`src/rtl/dts_pkg.sv`:
```
package dts_pkg;

  // Walk phases of the sequencer; the loop order RD0 -> WSAME -> RD2 -> WOPP is behaviour.
  typedef enum logic [2:0] {
    PH_IDLE  = 3'd0,
    PH_HIST  = 3'd1,
    PH_LOAD  = 3'd2,
    PH_RD0   = 3'd3,
    PH_WSAME = 3'd4,
    PH_RD2   = 3'd5,
    PH_WOPP  = 3'd6,
    PH_DRAIN = 3'd7
  } phase_t;

endpackage

```
`src/rtl/dts_ctrl.sv`:
```
module dts_ctrl
  import dts_pkg::*;
#(
  parameter int ADDR_W    = 4,
  parameter int DATA_W    = 8,
  parameter int HIST_REPS = 2,
  parameter int PASS_W    = 16
) (
  input  logic              clk,
  input  logic              rst_n,
  input  logic              start,
  input  logic              stop,
  input  logic              mem_ready,
  input  logic              pipe_busy,
  output logic              mem_req,
  output logic              mem_we,
  output logic [ADDR_W-1:0] mem_addr,
  output logic [DATA_W-1:0] mem_wdata,
  output logic              rd_push,
  output logic [DATA_W-1:0] rd_exp,
  output logic              busy,
  output logic [PASS_W-1:0] pass_cnt,
  output phase_t            phase
);

  localparam int REP_W = (HIST_REPS > 1) ? $clog2(HIST_REPS) : 1;
  localparam logic [REP_W-1:0] REP_LAST = REP_W'(HIST_REPS - 1);
  localparam logic [ADDR_W-2:0] PAIR_LAST = '1;
  localparam logic [ADDR_W-1:0] ADDR_LAST = '1;

  phase_t              phase_q, phase_d;
  logic [ADDR_W-1:0]   addr_q, addr_d;
  logic                hval_q, hval_d;
  logic [REP_W-1:0]    rep_q, rep_d;
  logic                first_q, first_d;
  logic                stop_q, stop_d;
  logic [PASS_W-1:0]   pass_q, pass_d;

  logic                walking, accept, step2, at_last, stop_now;
  logic [DATA_W-1:0]   probe;
  logic [ADDR_W-1:0]   step;

  // Output decode
  always_comb begin
    walking = phase_q inside {PH_HIST, PH_LOAD, PH_RD0, PH_WSAME, PH_RD2, PH_WOPP};
    probe   = addr_q[1] ? '0 : '1;
    mem_we    = 1'b0;
    mem_wdata = '0;
    step2     = 1'b0;
    case (phase_q)
      PH_HIST:  begin mem_we = 1'b1; mem_wdata = {DATA_W{hval_q}}; end
      PH_LOAD:  begin mem_we = 1'b1; mem_wdata = probe;  step2 = 1'b1; end
      PH_WSAME: begin mem_we = 1'b1; mem_wdata = probe;  step2 = 1'b1; end
      PH_WOPP:  begin mem_we = 1'b1; mem_wdata = ~probe; step2 = 1'b1; end
      default:  ;
    endcase
    if (!addr_q[0])             rd_exp = probe;
    else if (phase_q == PH_RD0) rd_exp = first_q ? '0 : ~probe;
    else                        rd_exp = probe;
    step     = step2 ? ADDR_W'(2) : ADDR_W'(1);
    at_last  = step2 ? (addr_q[ADDR_W-1:1] == PAIR_LAST) : (addr_q == ADDR_LAST);
    mem_req  = walking;
    accept   = walking && mem_ready;
    rd_push  = accept && !mem_we;
    mem_addr = addr_q;
    busy     = (phase_q != PH_IDLE);
    pass_cnt = pass_q;
    phase    = phase_q;
    stop_now = stop_q || stop;
  end

  // Next state
  always_comb begin
    phase_d = phase_q;
    addr_d  = addr_q;
    hval_d  = hval_q;
    rep_d   = rep_q;
    first_d = first_q;
    stop_d  = stop_q;
    pass_d  = pass_q;
    if ((phase_q != PH_IDLE) && stop) stop_d = 1'b1;
    case (phase_q)
      PH_IDLE: begin
        if (start) begin
          phase_d = PH_HIST;
          addr_d  = '0;
          hval_d  = 1'b1;
          rep_d   = '0;
          first_d = 1'b1;
          stop_d  = 1'b0;
          pass_d  = '0;
        end
      end
      PH_DRAIN: begin
        if (!pipe_busy) begin
          phase_d = PH_IDLE;
          stop_d  = 1'b0;
        end
      end
      default: begin
        if (accept) begin
          if (!at_last) begin
            addr_d = addr_q + step;
          end else begin
            case (phase_q)
              PH_HIST: begin
                addr_d = '0;
                if (hval_q) begin
                  hval_d = 1'b0;
                end else if (rep_q == REP_LAST) begin
                  phase_d = PH_LOAD;
                end else begin
                  rep_d  = rep_q + REP_W'(1);
                  hval_d = 1'b1;
                end
              end
              PH_LOAD: begin
                phase_d = PH_RD0;
                addr_d  = '0;
              end
              PH_RD0: begin
                pass_d  = pass_q + PASS_W'(1);
                phase_d = stop_now ? PH_DRAIN : PH_WSAME;
                addr_d  = ADDR_W'(1);
              end
              PH_WSAME: begin
                pass_d  = pass_q + PASS_W'(1);
                phase_d = stop_now ? PH_DRAIN : PH_RD2;
                addr_d  = '0;
              end
              PH_RD2: begin
                pass_d  = pass_q + PASS_W'(1);
                phase_d = stop_now ? PH_DRAIN : PH_WOPP;
                addr_d  = ADDR_W'(1);
              end
              PH_WOPP: begin
                pass_d  = pass_q + PASS_W'(1);
                first_d = 1'b0;
                phase_d = stop_now ? PH_DRAIN : PH_RD0;
                addr_d  = '0;
              end
              default: ;
            endcase
          end
        end
      end
    endcase
  end

  // Registers
  always_ff @(posedge clk or negedge rst_n) begin
    if (!rst_n) begin
      phase_q <= PH_IDLE;
      addr_q  <= '0;
      hval_q  <= 1'b0;
      rep_q   <= '0;
      first_q <= 1'b0;
      stop_q  <= 1'b0;
      pass_q  <= '0;
    end else begin
      phase_q <= phase_d;
      addr_q  <= addr_d;
      hval_q  <= hval_d;
      rep_q   <= rep_d;
      first_q <= first_d;
      stop_q  <= stop_d;
      pass_q  <= pass_d;
    end
  end

endmodule

```
`src/rtl/dts_rd_pipe.sv`:
```
module dts_rd_pipe #(
  parameter int ADDR_W = 4,
  parameter int DATA_W = 8,
  parameter int LAT    = 2
) (
  input  logic              clk,
  input  logic              rst_n,
  input  logic              push,
  input  logic [ADDR_W-1:0] push_addr,
  input  logic [DATA_W-1:0] push_exp,
  output logic              chk_valid,
  output logic [ADDR_W-1:0] chk_addr,
  output logic [DATA_W-1:0] chk_exp,
  output logic              busy
);

  logic [LAT-1:0]    vld_q;
  logic [ADDR_W-1:0] addr_q [LAT];
  logic [DATA_W-1:0] exp_q  [LAT];

  always_ff @(posedge clk or negedge rst_n) begin
    if (!rst_n) vld_q <= '0;
    else        vld_q <= LAT'({vld_q, push});
  end

  // Data stages load only under their stage enable; no reset needed.
  always_ff @(posedge clk) begin
    if (push) begin
      addr_q[0] <= push_addr;
      exp_q[0]  <= push_exp;
    end
    for (int i = 1; i < LAT; i++) begin
      if (vld_q[i-1]) begin
        addr_q[i] <= addr_q[i-1];
        exp_q[i]  <= exp_q[i-1];
      end
    end
  end

  assign chk_valid = vld_q[LAT-1];
  assign chk_addr  = addr_q[LAT-1];
  assign chk_exp   = exp_q[LAT-1];
  assign busy      = |vld_q;

endmodule

```
`src/rtl/dts_err_log.sv`:
```
module dts_err_log #(
  parameter int ADDR_W = 4,
  parameter int DATA_W = 8,
  parameter int ERR_W  = 16
) (
  input  logic              clk,
  input  logic              rst_n,
  input  logic              clear,
  input  logic              chk_valid,
  input  logic [ADDR_W-1:0] chk_addr,
  input  logic [DATA_W-1:0] chk_exp,
  input  logic [DATA_W-1:0] rdata,
  output logic [ERR_W-1:0]  err_cnt,
  output logic              fail_valid,
  output logic [ADDR_W-1:0] fail_addr,
  output logic [DATA_W-1:0] fail_exp,
  output logic [DATA_W-1:0] fail_got
);

  logic [ERR_W-1:0]  cnt_q, cnt_d;
  logic              fv_q, fv_d;
  logic [ADDR_W-1:0] fa_q;
  logic [DATA_W-1:0] fe_q, fg_q;
  logic              miss, cap_en;

  always_comb begin
    miss   = chk_valid && (rdata != chk_exp);
    cap_en = miss && !fv_q && !clear;
    if (clear)                  cnt_d = '0;
    else if (miss && !(&cnt_q)) cnt_d = cnt_q + ERR_W'(1);
    else                        cnt_d = cnt_q;
    fv_d = clear ? 1'b0 : (fv_q || miss);
  end

  always_ff @(posedge clk or negedge rst_n) begin
    if (!rst_n) begin
      cnt_q <= '0;
      fv_q  <= 1'b0;
    end else begin
      cnt_q <= cnt_d;
      fv_q  <= fv_d;
    end
  end

  always_ff @(posedge clk or negedge rst_n) begin
    if (!rst_n) begin
      fa_q <= '0;
      fe_q <= '0;
      fg_q <= '0;
    end else if (cap_en) begin
      fa_q <= chk_addr;
      fe_q <= chk_exp;
      fg_q <= rdata;
    end
  end

  assign err_cnt    = cnt_q;
  assign fail_valid = fv_q;
  assign fail_addr  = fa_q;
  assign fail_exp   = fe_q;
  assign fail_got   = fg_q;

endmodule

```
`src/rtl/disturb_test_seq.sv`:
```
module disturb_test_seq
  import dts_pkg::*;
#(
  parameter int ADDR_W    = 4,
  parameter int DATA_W    = 8,
  parameter int HIST_REPS = 2,
  parameter int RD_LAT    = 2,
  parameter int ERR_W     = 16,
  parameter int PASS_W    = 16
) (
  input  logic              clk,
  input  logic              rst_n,
  input  logic              start,
  input  logic              stop,
  input  logic              clear,
  output logic              mem_req,
  output logic              mem_we,
  output logic [ADDR_W-1:0] mem_addr,
  output logic [DATA_W-1:0] mem_wdata,
  input  logic              mem_ready,
  input  logic [DATA_W-1:0] mem_rdata,
  output logic              busy,
  output logic [PASS_W-1:0] pass_cnt,
  output logic [ERR_W-1:0]  err_cnt,
  output logic              fail_valid,
  output logic [ADDR_W-1:0] fail_addr,
  output logic [DATA_W-1:0] fail_exp,
  output logic [DATA_W-1:0] fail_got
);

  logic              rd_push, pipe_busy, chk_valid;
  logic [DATA_W-1:0] rd_exp, chk_exp;
  logic [ADDR_W-1:0] chk_addr;
  phase_t            phase_w;

  dts_ctrl #(
    .ADDR_W(ADDR_W), .DATA_W(DATA_W), .HIST_REPS(HIST_REPS), .PASS_W(PASS_W)
  ) u_ctrl (
    .clk(clk), .rst_n(rst_n), .start(start), .stop(stop),
    .mem_ready(mem_ready), .pipe_busy(pipe_busy),
    .mem_req(mem_req), .mem_we(mem_we), .mem_addr(mem_addr), .mem_wdata(mem_wdata),
    .rd_push(rd_push), .rd_exp(rd_exp), .busy(busy), .pass_cnt(pass_cnt),
    .phase(phase_w)
  );

  dts_rd_pipe #(
    .ADDR_W(ADDR_W), .DATA_W(DATA_W), .LAT(RD_LAT)
  ) u_pipe (
    .clk(clk), .rst_n(rst_n), .push(rd_push), .push_addr(mem_addr), .push_exp(rd_exp),
    .chk_valid(chk_valid), .chk_addr(chk_addr), .chk_exp(chk_exp), .busy(pipe_busy)
  );

  dts_err_log #(
    .ADDR_W(ADDR_W), .DATA_W(DATA_W), .ERR_W(ERR_W)
  ) u_log (
    .clk(clk), .rst_n(rst_n), .clear(clear), .chk_valid(chk_valid),
    .chk_addr(chk_addr), .chk_exp(chk_exp), .rdata(mem_rdata),
    .err_cnt(err_cnt), .fail_valid(fail_valid), .fail_addr(fail_addr),
    .fail_exp(fail_exp), .fail_got(fail_got)
  );

endmodule

```
`config.mk`:
```
export PLATFORM = sky130hd
export DESIGN_NAME = disturb_test_seq
export DESIGN_NICKNAME = d
export VERILOG_FILES = /design/src/rtl/dts_pkg.sv /design/src/rtl/dts_ctrl.sv /design/src/rtl/dts_rd_pipe.sv /design/src/rtl/dts_err_log.sv /design/src/rtl/disturb_test_seq.sv
export SDC_FILE = /design/constraint.sdc
export NUM_CORES = 1
export LEC_CHECK = 0
export CORE_MARGIN = 2
export CORE_UTILIZATION = 40
export CTS_BUF_LIST = sky130_fd_sc_hd__clkbuf_4 sky130_fd_sc_hd__clkbuf_8 sky130_fd_sc_hd__clkbuf_16
export DETAILED_ROUTE_END_ITERATION = 10
export PLACE_DENSITY_LB_ADDON = 0.2
export SYNTH_ARGS = -nofsm -noshare
export SYNTH_HDL_FRONTEND = slang
export SYNTH_SLANG_ARGS = --single-unit
```
`constraint.sdc`:
```
create_clock -name clk -period 7.1 [get_ports clk]
set_input_delay 1.42 -clock clk [delete_from_list [all_inputs] [get_ports clk]]
set_output_delay 1.42 -clock clk [all_outputs]
set_load 0.01 [all_outputs]
```
==> results.sh <==
export IMPL_wl_met3_um=420
export IMPL_startpoint_type="flip-flop"
export IMPL_cts_hold_buffers=0
export IMPL_powerDensity_nw_per_um2=357
export IMPL_drtIter0Drc=89
export IMPL_syn_num_nets=376
export IMPL_synth_edf_count=10
export IMPL_yosys_warnings=0
export IMPL_swShare_pct=37.8
export IMPL_top_layer_used="met4"
export IMPL_ir_drop_mv=0.200
export IMPL_status="completed"
export IMPL_syn_area_um2=3710
export IMPL_maxSlewHeadroom_pct=40.2
export IMPL_yosysSeqAreaShare_pct=47.8
export IMPL_vias_per_cell=5.53
export IMPL_insertion_delay_ns=0.34
export IMPL_critPathRequiredTime_ns=5.68
export IMPL_drc_errors=0
export IMPL_rsz0062_at_grt="no"
export IMPL_cts_tree="yes"
export IMPL_cts_resized=0
export IMPL_cts_sinks=69
export IMPL_clkTransAtPathRegs_ns=0.08
export IMPL_syn_inst=357
export IMPL_place_gp_congestion=0.781
export IMPL_fin_util_pct=51.6
export IMPL_critPathArrivalTime_ns=2.82
export IMPL_grt_pass1_wl_mm=13.9
export IMPL_wl_per_cell_um=15.1
export IMPL_cts_buffer_depth=2
export IMPL_num_rows=35
export IMPL_dr_pass1_iters=4
export IMPL_drive_above_1_share_pct=9.84
export IMPL_die_w_um=100
export IMPL_switchingPower_mw=0.634
export IMPL_internal_power_mw=1.04
export IMPL_wirelength_mm=8.11
export IMPL_vias=2976
export IMPL_dieArea_um2=10100
export IMPL_clock_skew_ns=0.00833
export IMPL_area_growth_pct=26.6
export IMPL_m1WireLength_mm=3.86
export IMPL_maxCapViolCount=0
export IMPL_die_h_um=100
export IMPL_ys_seq_elements=69
export IMPL_path_class="flip-flop to output port"
export IMPL_io_buffers=81
export IMPL_max_freq_mhz=236
export IMPL_grt_usage_pct=17.0
export IMPL_htree_levels=3
export IMPL_antenna_cells=0
export IMPL_total_power_mw=1.68
export IMPL_io_pins=82
export IMPL_post_route_period_util_pct=59.7
export IMPL_antenna_found_initial=0
export IMPL_cts_buffers=9
export IMPL_dpl_hpwl_mm=5.57
export IMPL_max_slew_worst_pin_slew_ns=0.894
export IMPL_whs_ns=0.418
export IMPL_crit_path_end_kind="output port"
export IMPL_clockPowerShare_pct=19.9
export IMPL_placed_area_um2=4500
export IMPL_cts_root_buf="clkbuf_8"
export IMPL_core_um2=9110
export IMPL_synth_cell_types=62
export IMPL_finalInstanceArea_um2=4700
export IMPL_syn_mean_instance_area_um2=10.4
export IMPL_ys_flop_type="dfrtp_1"
export IMPL_first_global_vias=2912
export IMPL_finalHoldViolCount=0
export IMPL_worstPathMaxFanout=23
export IMPL_finalNetCount=441
export IMPL_grt_start_max_net_pins=60
export IMPL_power_frac_seq_pct=38.4
export IMPL_wl_met2_mm=3.71
export IMPL_leakage_nw=1.82
export IMPL_ant_nets=0
export IMPL_pwr_share_comb_pct=41.7
export IMPL_setup_viol=0
export IMPL_ff2ff_setup_slack_ns=4.44
export IMPL_period_needed_ns=4.24
export IMPL_drv_slew=0
export IMPL_min_path_type="flip-flop to flip-flop"
export IMPL_gr_total_overflow=0
export IMPL_synthArstFlopShare_pct=85.5
export IMPL_cts_setup_buffers=0
export IMPL_initial_core_util_pct=40.8
export IMPL_setup_tns_ns=0
[registers in the layout, indices dropped and copies added (netlist names)]
register / flops
u_log.fail_addr: 4
u_ctrl.mem_addr: 4
u_log.fail_valid: 1
u_pipe.addr_q: 8
u_log.err_cnt: 16
u_log.fail_got: 8
u_pipe.vld_q: 2
u_ctrl.rep_q: 1
u_ctrl.stop_q: 1
u_pipe.exp_q: 2
u_ctrl.phase: 3
u_ctrl.pass_cnt: 16
u_ctrl.first_q: 1
u_log.fail_exp: 1
u_ctrl.hval_q: 1
[final timing paths]
check	start	endpoint	depth (start not counted)
min reg2reg	u_pipe.addr_q[0][2]$_DFFE_PP_	u_pipe.addr_q[1][2]$_DFFE_PP_	0
max in group asynchronous	rst_n	u_log.fail_got[3]$_DFFE_PN0P_	2
max reg2reg	u_ctrl.phase[0]$_DFFE_PN0P_	u_ctrl.pass_cnt[8]$_DFFE_PN0P_	5
max	u_ctrl.phase[2]$_DFFE_PN0P_	mem_wdata[5]	4
min	u_pipe.addr_q[0][2]$_DFFE_PP_	u_pipe.addr_q[1][2]$_DFFE_PP_	0
min in group asynchronous	rst_n	u_log.err_cnt[13]$_DFFE_PN0P_	2
[cell families after synthesis]
family | after synthesis | share of synthesized area (%)
flip-flops | 69 | 47.8
adder cells (fa/ha/maj) | 5 | 1.89
AO/OA/AOI/OAI | 67 | 12.4
AND/OR/NAND/NOR | 142 | 21.9
multiplexers | 21 | 6.30
XOR/XNOR | 18 | 4.24
buffers and inverters | 35 | 5.49
[area by class of cell]
cell class | count | area, um2
Multi-Input combinational cell | 253 | 1740
Inverter | 6 | 22.5
Clock buffer | 9 | 124
Sequential cell | 69 | 1780
Timing Repair Buffer | 83 | 821
Fill cell | 862 | 4410
Clock inverter | 7 | 80.1
Tap cell | 111 | 139
[Yosys cell counts, drive strengths merged, types with 3 or more instances]
cell	number	share of area, %
nor4	6	1.4
ha	4	1.3
xnor2	10	2.4
dfrtp	59	40
a211oi	3	0.74
nand4	14	2.4
o31ai	10	2.0
and3	7	1.2
nor3	5	0.67
o21ai	13	1.8
inv	5	0.51
clkbuf	6	0.61
or4	9	1.9
nand2	21	2.1
nand3	18	2.8
a21o	5	1.0
a21oi	18	2.4
nor2b	6	1.0
buf	23	4.3
a22oi	4	0.81
edfxtp	10	8.1
nand2b	3	0.51
or3	6	1.0
mux2	19	5.8
nor2	32	3.2
xor2	8	1.9
[per-stage QoR]
| step | setup slack, ns | std cells |
|---|---|---|
| after global placement | 3.28 | 522 |
| final | 2.86 | 538 |
| after global routing | 2.62 | 538 |
| after floorplan | 3.57 | 357 |
| after detailed placement | 3.23 | 522 |
| after CTS | 2.84 | 538 |
[metal layers]
layer  vias up  global-route usage, %
met5         -                      0
met4         0                   6.85
met3        10                   3.34
met2       101                   26.9
met1      1431                   22.9
li1       1434                      -
[power by group through the flow]
stage,clock (mW),combinational (mW),sequential [mW]
finish,0.335,0.699,0.644
global route,0.361,0.772,0.668
CTS,0.344,0.702,0.645
detailed placement,0,0.696,0.653
global placement,0,0.688,0.651
floorplan,0,0.479,0.612
[cells in the final DEF (no fill, tap or decap), types with 9 or more instances in the layout]
master	instances
o31ai_1	10
nand3_1	17
clkbuf_8	9
a21oi_1	18
xnor2_1	10
nand4_1	14
mux2_2	11
nand2_1	21
o21ai_0	9
dfrtp_1	59
nor2_1	32
clkdlybuf4s50_1	80
edfxtp_1	10
[worst max-delay path, cell delays in order, from the launching register on]
cell and delay (ns):
dfrtp_1 0.82, and3_1 0.26, a21oi_1 0.04, o21ai_0 0.67, clkdlybuf4s50_1 0.69
No activity file was read; power rests on OpenSTA's default activity.
